File: config.mk
export PLATFORM = sky130hd
export DESIGN_NAME = lvl_indicator
export DESIGN_NICKNAME = d
export VERILOG_FILES = /design/src/rtl/lvl_pkg.sv /design/src/rtl/lvl_rst_sync.sv /design/src/rtl/lvl_capture.sv /design/src/rtl/lvl_delay.sv /design/src/rtl/lvl_display.sv /design/src/rtl/lvl_indicator.sv
export SDC_FILE = /design/constraint.sdc
export NUM_CORES = 1
export LEC_CHECK = 0
export BUFFER_PORTS_ARGS = -buffer_cell sky130_fd_sc_hd__buf_2
export CORE_MARGIN = 4
export CORE_UTILIZATION = 45
export CTS_CLUSTER_SIZE = 24
export DETAILED_ROUTE_END_ITERATION = 6
export PLACE_DENSITY = 0.8
export SETUP_SLACK_MARGIN = 0.1
export SLEW_MARGIN = 40
export SYNTH_ARGS = -nofsm -noshare
export SYNTH_HDL_FRONTEND = slang
export SYNTH_SLANG_ARGS = --single-unit
File: constraint.sdc
create_clock -name clk_i -period 1.1 [get_ports clk_i]
set_input_delay 0.33 -clock clk_i [delete_from_list [all_inputs] [get_ports clk_i]]
set_output_delay 0.33 -clock clk_i [all_outputs]
set_load 0.03 [all_outputs]
File: src/rtl/lvl_pkg.sv
package lvl_pkg;
    typedef enum logic [1:0] {
        BAND_NONE = 2'd0,
        BAND_LOW  = 2'd1,
        BAND_MID  = 2'd2,
        BAND_HIGH = 2'd3
    } band_e;

    typedef struct packed {
        band_e band;
        logic  clr;
    } stage_t;

    typedef struct packed {
        logic red;
        logic grn;
        logic alarm;
        logic pulse;
    } disp_t;
endpackage

File: src/rtl/lvl_rst_sync.sv
module lvl_rst_sync #(
    parameter int STAGES = 2
) (
    input  logic clk_i,
    input  logic btn_i,
    output logic rst_o
);
    logic [STAGES-1:0] sync_q;

    always_ff @(posedge clk_i or posedge btn_i) begin
        if (btn_i) sync_q <= '1;
        else       sync_q <= {sync_q[STAGES-2:0], 1'b0};
    end

    assign rst_o = sync_q[STAGES-1];
endmodule

File: src/rtl/lvl_capture.sv
module lvl_capture
    import lvl_pkg::*;
#(
    parameter int DATA_W  = 8,
    parameter int MID_LO  = 100,
    parameter int HIGH_LO = 169
) (
    input  logic              clk_i,
    input  logic              rst_i,
    input  logic              strobe_i,
    input  logic [DATA_W-1:0] sample_i,
    input  logic              clr_i,
    output stage_t            head_o
);
    localparam logic [DATA_W-1:0] MID_EDGE  = DATA_W'(MID_LO);
    localparam logic [DATA_W-1:0] HIGH_EDGE = DATA_W'(HIGH_LO);

    stage_t head_d, head_q;

    always_comb begin
        head_d     = head_q;
        head_d.clr = clr_i;
        if (strobe_i) begin
            if (sample_i < MID_EDGE)       head_d.band = BAND_LOW;
            else if (sample_i < HIGH_EDGE) head_d.band = BAND_MID;
            else                           head_d.band = BAND_HIGH;
        end
    end

    always_ff @(posedge clk_i) begin
        if (rst_i) head_q <= '0;
        else       head_q <= head_d;
    end

    assign head_o = head_q;
endmodule

File: src/rtl/lvl_delay.sv
module lvl_delay
    import lvl_pkg::*;
#(
    parameter int DEPTH = 3
) (
    input  logic   clk_i,
    input  logic   rst_i,
    input  stage_t in_i,
    output stage_t out_o
);
    generate
        if (DEPTH == 0) begin : g_bypass
            assign out_o = in_i;
        end else begin : g_chain
            stage_t chain_d [DEPTH];
            stage_t chain_q [DEPTH];

            always_comb begin
                chain_d[0] = in_i;
                for (int i = 1; i < DEPTH; i++) chain_d[i] = chain_q[i-1];
            end

            always_ff @(posedge clk_i) begin
                for (int i = 0; i < DEPTH; i++) begin
                    if (rst_i) chain_q[i] <= '0;
                    else       chain_q[i] <= chain_d[i];
                end
            end

            assign out_o = chain_q[DEPTH-1];
        end
    endgenerate
endmodule

File: src/rtl/lvl_display.sv
module lvl_display
    import lvl_pkg::*;
(
    input  logic   clk_i,
    input  logic   rst_i,
    input  stage_t tail_i,
    output disp_t  disp_o
);
    disp_t disp_d, disp_q;

    always_comb begin
        disp_d = disp_q;
        if (tail_i.clr) begin
            disp_d       = '0;
            disp_d.pulse = disp_q.alarm;
        end else begin
            disp_d.pulse = 1'b0;
            disp_d.alarm = disp_q.alarm | (tail_i.band == BAND_HIGH);
            if (disp_d.alarm) begin
                disp_d.red = 1'b1;
                disp_d.grn = 1'b0;
            end else begin
                unique case (tail_i.band)
                    BAND_LOW:  begin disp_d.red = 1'b0; disp_d.grn = 1'b1; end
                    BAND_MID:  begin disp_d.red = 1'b1; disp_d.grn = 1'b1; end
                    default:   begin disp_d.red = 1'b0; disp_d.grn = 1'b0; end
                endcase
            end
        end
    end

    always_ff @(posedge clk_i) begin
        if (rst_i) disp_q <= '0;
        else       disp_q <= disp_d;
    end

    assign disp_o = disp_q;
endmodule

File: src/rtl/lvl_indicator.sv
module lvl_indicator
    import lvl_pkg::*;
#(
    parameter int DATA_W   = 8,
    parameter int MID_LO   = 100,
    parameter int HIGH_LO  = 169,
    parameter int LATENCY  = 5,
    parameter int SYNC_LEN = 2
) (
    input  logic              clk_i,
    input  logic              btn_rst_i,
    input  logic              conv_done_i,
    input  logic [DATA_W-1:0] sample_i,
    input  logic              alarm_clr_i,
    output logic              led_red_o,
    output logic              led_grn_o,
    output logic              alarm_o,
    output logic              alarm_clr_pulse_o
);
    localparam int MID_STAGES = LATENCY - 2;

    logic   rst_s;
    stage_t head;
    stage_t tail;
    disp_t  disp;

    lvl_rst_sync #(.STAGES(SYNC_LEN)) i_sync (
        .clk_i (clk_i),
        .btn_i (btn_rst_i),
        .rst_o (rst_s)
    );

    lvl_capture #(.DATA_W(DATA_W), .MID_LO(MID_LO), .HIGH_LO(HIGH_LO)) i_capture (
        .clk_i    (clk_i),
        .rst_i    (rst_s),
        .strobe_i (conv_done_i),
        .sample_i (sample_i),
        .clr_i    (alarm_clr_i),
        .head_o   (head)
    );

    lvl_delay #(.DEPTH(MID_STAGES)) i_delay (
        .clk_i (clk_i),
        .rst_i (rst_s),
        .in_i  (head),
        .out_o (tail)
    );

    lvl_display i_display (
        .clk_i  (clk_i),
        .rst_i  (rst_s),
        .tail_i (tail),
        .disp_o (disp)
    );

    assign led_red_o         = disp.red;
    assign led_grn_o         = disp.grn;
    assign alarm_o           = disp.alarm;
    assign alarm_clr_pulse_o = disp.pulse;
endmodule

==> results of run 1 <==
-- registers in the layout, summed over array words and instances (netlist names) --
register and flops:
i_capture.head_o 3, i_sync.sync_q 2, i_delay.g_chain.chain_q 9, i_display.disp_o 4
-- per-layer routing --
layer	global-route usage (%)	wire length (µm)	up-vias
met5	0	0	-
met4	5.422	9	0
met3	6.098	41	2
met2	16.86	473	7
met1	13.07	365	194
li1	-	-	214
-- cell type report --
type	count	area (µm²)
Fill cell	103	385.4
Sequential cell	18	379.1
Multi-Input combinational cell	30	226.5
Timing Repair Buffer	17	115.1
Clock buffer	4	36.28
Tap cell	14	17.52
Inverter	3	11.26
-- logic make-up after synthesis --
group                      count (synthesis)  synth area share, %
AOI/OAI and AO/OA                          5                8.614
adders and majority gates                  2                4.201
buffers and inverters                      4                2.730
DFF                                       18                62.61
other                                      1               0.6296
and+or+nand+nor                           22                21.22
-- synth_stat cells --
master,number,area (µm²)
a21o_2,1,8.760
a21oi_1,1,5.000
a311oi_2,1,15.01
and3b_1,1,8.760
buf_2,1,5.000
conb_1,1,3.750
dfstp_2,2,52.55
dfxtp_1,16,320.3
ha_1,2,25.02
inv_1,3,11.26
nand2_1,1,3.750
nand4_1,1,6.260
nor2_1,4,15.01
nor2b_1,10,62.56
nor3_1,3,15.01
nor4b_1,1,8.760
o22ai_1,1,6.260
o41ai_2,1,16.27
or3_1,1,6.260
-- stage by stage --
step / util, % / setup WS [ns]
after floorplan: - / 0.1006
after global placement: 59.94 / -0.05118
after detailed placement: 59.94 / -0.08894
after CTS: 66.24 / 0.003393
after global routing: 67.09 / -0.04046
final: 67.09 / 0.01074
-- what timing repair did --
item	in CTS	in global routing
resized for setup	12	3
endpoints found under the setup margin	4	5
buffers inserted	1	0
-- placed cells by master, fill, tap and decap left out, types with 2 or more instances in the layout --
master / Yosys / layout
buf_2: 1 / 11
buf_4: 0 / 2
buf_6: 0 / 4
clkbuf_4: 0 / 3
dfstp_2: 2 / 2
dfxtp_1: 16 / 11
dfxtp_2: 0 / 5
ha_1: 2 / 2
inv_1: 3 / 3
nor2_1: 4 / 3
nor2b_1: 10 / 10
nor3_1: 3 / 3
-- power breakdown --
group | total (W) | internal [W] | switching, W
registers | 0.000687 | 0.000678 | 0.00000871
logic | 0.0000812 | 0.0000422 | 0.0000390
clock network | 0.000388 | 0.000201 | 0.000187
total | 0.00116 | 0.000922 | 0.000234
-- path summary, 6_finish.rpt --
path | startpoint | to | slack [ns] | depth (start not counted)
worst max-delay path | i_display.disp_o[1] | alarm_o | 0.01 | 1
worst min-delay path | btn_rst_i | i_sync.sync_q[1] | 0.05 | 2
worst max register to register | i_delay.g_chain.chain_q[2][1] | i_display.disp_o[3] | 0.14 | 3
worst min register to register | i_sync.sync_q[0] | i_sync.sync_q[1] | 0.36 | 0
max in group asynchronous | btn_rst_i | i_sync.sync_q[0] | 1.03 | 2
min in group clk_i | alarm_clr_i | i_capture.head_o[0] | 0.25 | 2
==> results.py, run 1 <==
metrics = {
    "timing": {
        "drv_slew": 0,
        "skew_ns": 0.004713,
        "hold_viol": 0,
        "min_period_ns": 1.089,
        "max_clock_freq_mhz": 918.1,
        "rsz0062_at_grt": "true",
        "setup_violations": 0,
        "finalCritPeriodShare_pct": 99.02,
        "setup_tns_ns": 0,
        "hold_slack_ns": 0.04553,
    },
    "clock_network": {
        "h-tree-depth": 1,
        "root_buffer": "clkbuf_4",
        "cts_made_buffers": 3,
        "clk_path_buf_depth": 2,
        "cts_tree": "built",
        "worstSkewPairLatency_ns": 0.28,
        "clkSlewWorstSetupHoldPaths_ns": 0.10,
        "cts_sinks": 18,
        "cts_hold_buf": 0,
    },
    "setup_path": {
        "start_kind": "flop",
        "end_kind": "output port",
        "critPathRequiredTime_ns": 0.77,
        "crit_slowest_cell": "dfxtp_2",
        "cp_num_buf_inv": 1,
        "max_stage_delay_ns": 0.35,
        "arrival_ns": 0.76,
        "cp_cell_sequence": "buf_6",
        "path_class": "flop to output port",
        "cp_max_fo": 2,
        "critPathTopFamily": "flip-flops",
    },
    "yosys": {
        "yosysSeqAreaShare_pct": 62.61,
        "syn_inst": 52,
        "syn-cell-area_um2": 595.6,
        "yosysUniqueCellTypes": 19,
        "synth_fp_nets": 66,
        "syn_avg_cell_area_um2": 11.45,
        "synth_seq_cells": 18,
        "ys_warn_count": 0,
    },
    "drt": {
        "drt_wl_total_um": 890,
        "first_pass_iters": 3,
        "route.detailed.drc": 0,
        "vias_per_cell": 4.849,
        "ant_nets": 0,
        "dr_total_vias": 417,
        "wire_per_inst_um": 10.35,
        "drt_iter0_markers": 4,
    },
    "floorplanning": {
        "core-area_um2": 1171,
        "die_h_um": 44.38,
        "io-pin-count": 16,
        "num_rows": 12,
        "die_w_um": 44.38,
        "initial_core_util_pct": 50.85,
        "die_area_um2": 1970,
    },
    "layout": {
        "fin_area_um2": 785.8,
        "drive_gt1_share_pct": 45.83,
        "antenna_cells": 0,
        "final_nets": 87,
        "fin_cells": 86,
        "syn_to_final_growth_pct": 31.93,
    },
    "outcome": {
        "status": "finished clean",
    },
    "power_and_ir_drop": {
        "power.density_nw_per_um2": 1471,
        "peakVddDrop_uv": 831.6,
        "leakage_nw": 0.3520,
        "total_power_w": 0.001156,
    },
    "flow_run": {
        "cap_violations": 0,
    },
    "grt": {
        "grt_pass1_vias": 392,
        "grt_pass1_wl_mm": 1.566,
        "antenna_found_initial": 0,
        "grt_overflow": 0,
        "grt_usage_pct": 11.27,
        "grt_max_degree": 13,
    },
    "placement": {
        "placed_area_um2": 701.9,
        "dp_cells": 81,
        "io_buffer_count": 15,
        "gp_congestion": 0.6828,
    },
    "hold_path": {
        "min_path_type": "input pin to async pin",
    },
}
Note: power is estimated with default switching activity, not from simulation.
==> run 2: changes to the inputs <==
--- a/config.mk
+++ b/config.mk
@@ -11,7 +11,6 @@
 export CTS_CLUSTER_SIZE = 24
 export DETAILED_ROUTE_END_ITERATION = 6
 export PLACE_DENSITY = 0.8
-export SETUP_SLACK_MARGIN = 0.1
 export SLEW_MARGIN = 40
 export SYNTH_ARGS = -nofsm -noshare
 export SYNTH_HDL_FRONTEND = slang
==> run 2 against run 1 <==
Clock skew is 0.0015 ns lower; sequential cell count stayed put; design area is 0.32% lower; sequential power hardly changed; register-to-register slack hardly changed; largest cell class unchanged; sequential share of layout area hardly changed; first-iteration DRC count is 50% lower; power is 0.43% higher.
==> results.py, run 2 (same netlist as run 1, synthesis figures left out) <==
metrics = {
    "outcome": {
        "status": "finished clean",
    },
    "timing": {
        "setup_violations": 0,
        "fin_ws_ns": 0.01346,
        "hold_slack_ns": 0.04894,
        "finalCritPeriodShare_pct": 98.78,
        "rsz0062_at_grt": "true",
        "hold_viol": 0,
        "drv_slew": 0,
        "skew_ns": 0.003168,
        "max_clock_freq_mhz": 920.4,
        "min_period_ns": 1.087,
    },
    "setup_path": {
        "start_kind": "flop",
        "crit_slowest_cell": "dfxtp_2",
        "critPathTopFamily": "flip-flops",
        "path_class": "flop to output port",
        "end_kind": "output port",
        "arrival_ns": 0.76,
        "critPathRequiredTime_ns": 0.77,
        "cp_num_buf_inv": 1,
        "cp_max_fo": 2,
        "cp_cell_sequence": "buf_6",
        "max_stage_delay_ns": 0.35,
    },
    "power_and_ir_drop": {
        "power.density_nw_per_um2": 1482,
        "peakVddDrop_uv": 976.6,
        "leakage_nw": 0.3501,
    },
    "placement": {
        "placed_area_um2": 703.2,
        "hpwl_um": 674.6,
        "io_buffer_count": 15,
        "dp_worst_setup_slack_ns": -0.1098,
        "gp_congestion": 0.7127,
    },
    "layout": {
        "layout.cells.most_common_list": "dfxtp_1, buf_2, nor2b_1",
        "fillers": 96,
        "multiInputGateArea_um2": 212.7,
        "regMostFlops": "i_delay.g_chain.chain_q",
        "layout_commonest_cell": "dfxtp_1",
        "syn_to_final_growth_pct": 31.51,
        "final_nets": 87,
        "fin_area_um2": 783.3,
        "antenna_cells": 0,
        "largest_register_ffs": 9,
        "regArea_um2": 377.9,
        "drive_gt1_share_pct": 43.06,
    },
    "clock_network": {
        "cts_hold_buf": 0,
        "h-tree-depth": 1,
        "cts_made_buffers": 3,
        "cts_tree": "built",
        "root_buffer": "clkbuf_4",
        "cts_sinks": 18,
        "clk_path_buf_depth": 2,
        "worstSkewPairLatency_ns": 0.28,
        "clkSlewWorstSetupHoldPaths_ns": 0.10,
    },
    "floorplanning": {
        "die_w_um": 44.38,
        "initial_core_util_pct": 50.85,
        "io-pin-count": 16,
        "num_rows": 12,
        "core-area_um2": 1171,
        "die_area_um2": 1970,
        "die_h_um": 44.38,
    },
    "grt": {
        "grt_pass1_vias": 407,
        "antenna_found_initial": 0,
        "grt_overflow": 0,
        "grt_pass1_wl_mm": 1.566,
        "grt_max_degree": 13,
        "grt_usage_pct": 11.17,
    },
    "hold_path": {
        "min_path_type": "input pin to async pin",
    },
    "drt": {
        "ant_nets": 0,
        "vias_per_cell": 4.895,
        "drt_wl_total_um": 975,
        "dr_total_vias": 421,
        "wire_per_inst_um": 11.34,
        "route.detailed.drc": 0,
        "drt_iter0_markers": 2,
        "first_pass_iters": 4,
    },
    "flow_run": {
        "cap_violations": 0,
    },
}
run 2: cell counts in the layout (fill, tap and decap cells not counted):
Identical to the previous run, type by type.
run 2: layout make-up:
class | count | area share (%)
Tap cell | 14 | 2.236
Multi-Input combinational cell | 30 | 27.16
Timing Repair Buffer | 17 | 16.29
Sequential cell | 18 | 48.24
Clock buffer | 4 | 4.633
Inverter | 3 | 1.438
run 2: power by group:
| part | total [W] | internal (W) | switching, W | leakage, nW |
|---|---|---|---|---|
| registers | 0.000688 | 0.000678 | 0.0000102 | 0.154 |
| clock network | 0.000390 | 0.000201 | 0.000189 | 0.0210 |
| logic | 0.0000828 | 0.0000448 | 0.0000380 | 0.176 |
| total | 0.00116 | 0.000924 | 0.000237 | 0.350 |
run 2: final timing paths:
path | start | to | slack (ns) | cells past startpoint
min in group clk_i | alarm_clr_i | i_capture.head_o[0] | 0.25 | 2
max in group asynchronous | btn_rst_i | i_sync.sync_q[1] | 1.03 | 2
worst min-delay path | btn_rst_i | i_sync.sync_q[0] | 0.05 | 2
worst max register to register | i_delay.g_chain.chain_q[2][1] | i_display.disp_o[2] | 0.13 | 3
worst max-delay path | i_display.disp_o[1] | alarm_o | 0.01 | 1
worst min register to register | i_sync.sync_q[0] | i_sync.sync_q[1] | 0.37 | 0
run 2: per-layer routing:
layer,global-route usage (%),up-vias,routed length [µm]
met5,0,-,0
met2,19.77,17,490
met4,7.229,0,14
li1,-,209,-
met1,11.00,193,399
met3,3.659,2,70
run 2: timing repair:
action	4_1_cts	5_1_grt
gates resized for setup	6	7
setup endpoints to repair	4	5
buffers inserted	1	0
run 2: stage by stage:
step	total power [W]	setup TNS, ns	std cells	utilization, %
2_1_floorplan	0.0007398	0	52	-
3_3_place_gp	0.0007775	-0.1157	81	60.04
3_5_place_dp	0.0007819	-0.1927	81	60.04
4_1_cts	0.001172	0	86	65.06
5_1_grt	0.001215	-0.04950	86	66.88
6_report	0.001161	0	86	66.88
==> run 3: changes to the inputs <==
--- a/config.mk
+++ b/config.mk
@@ -5,12 +5,13 @@
 export SDC_FILE = /design/constraint.sdc
 export NUM_CORES = 1
 export LEC_CHECK = 0
+export ABC_AREA = 1
 export BUFFER_PORTS_ARGS = -buffer_cell sky130_fd_sc_hd__buf_2
 export CORE_MARGIN = 4
 export CORE_UTILIZATION = 45
 export CTS_CLUSTER_SIZE = 24
 export DETAILED_ROUTE_END_ITERATION = 6
-export PLACE_DENSITY = 0.8
+export PLACE_DENSITY = 0.79
 export SLEW_MARGIN = 40
 export SYNTH_ARGS = -nofsm -noshare
 export SYNTH_HDL_FRONTEND = slang
==> run 3 against run 2 <==
Combinational power is 7.1% higher; sequential cell count unchanged; die area rose by 8.4%; hold slack got worse by 0.00090 ns; first-iteration DRC count grew to 3.5 times the previous value; critical path type unchanged; register-to-register slack got worse by 0.04 ns; setup slack worse by 0.0076 ns; design area up 6.9%; core utilization decreased by 4.1 points; power decreased by 0.27%.
==> results.py, run 3 <==
metrics = {
    "power_and_ir_drop": {
        "peakVddDrop_uv": 980.1,
        "leakage_nw": 0.4305,
        "power.density_nw_per_um2": 1383,
    },
    "setup_path": {
        "crit_slowest_cell": "dfxtp_4",
        "cp_num_buf_inv": 1,
        "path_class": "flop to output port",
        "cp_max_fo": 2,
        "start_kind": "flop",
        "cp_cell_sequence": "buf_6",
        "reg2reg_depth": 3,
        "arrival_ns": 0.76,
        "critPathTopFamily": "flip-flops",
        "max_stage_delay_ns": 0.35,
        "critPathRequiredTime_ns": 0.77,
        "end_kind": "output port",
        "cp_num_cells": 1,
    },
    "yosys": {
        "synth.most_common_cell": "nor2_1",
        "synth_seq_cells": 18,
        "yosysSeqAreaShare_pct": 56.76,
        "syn-cell-area_um2": 656.9,
        "yosysTopAreaCellShare_pct": 48.76,
        "synth_fp_nets": 98,
        "synth.area.top_cells": "dfxtp_1, nor2_1, inv_1",
        "ys.flop_type": "dfxtp_1",
        "ys_warn_count": 0,
        "syn_inst": 84,
        "synth_commonest_cells": "nor2_1, inv_1, dfxtp_1",
        "syn_avg_cell_area_um2": 7.820,
        "async_flop_share_pct": 11.11,
        "synth_edf_count": 0,
        "yosysTopAreaCell": "dfxtp_1",
        "yosysUniqueCellTypes": 14,
    },
    "grt": {
        "antenna_found_initial": 0,
        "grt_pass1_wl_mm": 1.552,
        "grt_max_degree": 11,
        "grt_usage_pct": 10.38,
        "grt_overflow": 0,
        "grt_pass1_vias": 447,
    },
    "clock_network": {
        "clkSlewWorstSetupHoldPaths_ns": 0.09,
        "h-tree-depth": 1,
        "clk_path_buf_depth": 2,
        "cts_made_buffers": 3,
        "root_buffer": "clkbuf_4",
        "cts_sinks": 18,
        "cts_hold_buf": 0,
        "worstSkewPairLatency_ns": 0.28,
        "cts_tree": "built",
    },
    "drt": {
        "first_pass_iters": 3,
        "drt_wl_total_um": 907,
        "wire_per_inst_um": 7.558,
        "drt_iter0_markers": 7,
        "ant_nets": 0,
        "route.detailed.drc": 0,
        "vias_per_cell": 4.333,
        "dr_total_vias": 520,
    },
    "timing": {
        "setup_violations": 0,
        "hold_slack_ns": 0.04805,
        "min_period_ns": 1.094,
        "skew_ns": 0.0006485,
        "finalCritPeriodShare_pct": 99.46,
        "max_clock_freq_mhz": 914.0,
        "rsz0062_at_grt": "true",
        "hold_viol": 0,
        "drv_slew": 0,
    },
    "outcome": {
        "status": "finished clean",
    },
    "floorplanning": {
        "die_h_um": 46.21,
        "initial_core_util_pct": 49.25,
        "num_rows": 13,
        "io-pin-count": 16,
        "die_w_um": 46.21,
        "die_area_um2": 2135,
        "core-area_um2": 1334,
    },
    "layout": {
        "syn_to_final_growth_pct": 27.43,
        "layout_commonest_cell": "nor2_1",
        "antenna_cells": 0,
        "largest_register_ffs": 9,
        "layout.cells.most_common_list": "nor2_1, inv_1, nand2_1",
        "drive_gt1_share_pct": 28.57,
        "regMostFlops": "i_delay.g_chain.chain_q",
        "final_nets": 120,
        "fin_cells": 120,
    },
    "hold_path": {
        "min_path_type": "input pin to async pin",
    },
    "placement": {
        "io_buffer_count": 15,
        "hpwl_um": 726.5,
        "gp_congestion": 0.6974,
        "dp_cells": 115,
    },
    "flow_run": {
        "cap_violations": 0,
    },
}
run 3: cell types whose count changed in the layout (fill, tap and decap cells not counted), moves of 2 or more:
cell     change
nor2b_1     -10
nor2_1      +18
nor3_1       -3
buf_4        +2
inv_1       +17
nand2_1     +13
run 3: area by class of cell:
class / count / area (µm²)
tap: 15 / 18.77
clock buffer: 4 / 36.28
inverter: 20 / 75.07
multi-input combinational: 45 / 203.9
sequential: 18 / 380.4
fill: 121 / 496.7
timing repair buffer: 18 / 122.6
run 3: timing repair:
item,in CTS,in global routing
buffers inserted,1,0
hold endpoints to repair,0,0
setup endpoints to repair,4,4
gates resized for setup,7,6
run 3: final timing paths:
path / startpoint / end / slack [ns]
worst max-delay path: i_display.disp_o[1] / alarm_o / 0.006
worst min-delay path: btn_rst_i / i_sync.sync_q[0] / 0.05
worst max register to register: i_delay.g_chain.chain_q[2][1] / i_display.disp_o[2] / 0.09
worst min register to register: i_sync.sync_q[0] / i_sync.sync_q[1] / 0.36
max in group asynchronous: btn_rst_i / i_sync.sync_q[1] / 1.03
min in group clk_i: alarm_clr_i / i_capture.head_o[0] / 0.26
run 3: metrics by stage:
stage               power (W)  worst slack, ns  util (%)  instance area (µm²)  setup TNS (ns)
CTS                  0.001182         -0.01400     61.63                822.0        -0.01400
finish               0.001158         0.005895     62.76                837.1               0
global route         0.001223         -0.03316     62.76                837.1        -0.04036
detailed placement  0.0007910           0.1098     57.04                760.7               0
floorplan           0.0007522           0.1458         -                656.9               0
global placement    0.0007874           0.1316     57.04                760.7               0
run 3: where the power goes:
group / switching (W) / total [W] / internal (W)
Combinational: 0.0000468 / 0.0000887 / 0.0000419
Sequential: 0.00000951 / 0.000686 / 0.000676
Clock: 0.000182 / 0.000383 / 0.000201
Total: 0.000238 / 0.00116 / 0.000919
run 3: logic make-up (layout without fill, tap and decap cells):
logic type | after synthesis | in the layout | synth area share [%]
AO/OA/AOI/OAI | 2 | 2 | 1.522
adder cells (fa/ha/maj) | 2 | 2 | 3.809
buffers and inverters | 21 | 42 | 12.19
flip-flops | 18 | 18 | 56.76
other | 1 | 1 | 0.5709
AND/OR/NAND/NOR | 40 | 40 | 25.14
run 3: worst reg2reg max path: cells and delay by family (launching register included):
family                     cells  cell delay, ns
buffers and inverters          1            0.05
adders and majority gates      1            0.29
and+or+nand+nor                1            0.25
DFF                            1            0.34
run 3: per-layer routing:
layer / track usage (%) / vias up / routed length, µm
met1: 8.789 / 228 / 352
met2: 19.78 / 13 / 467
met5: 0 / - / 0
met3: 5.859 / 2 / 80
met4: 3.409 / 0 / 7
li1: - / 277 / -
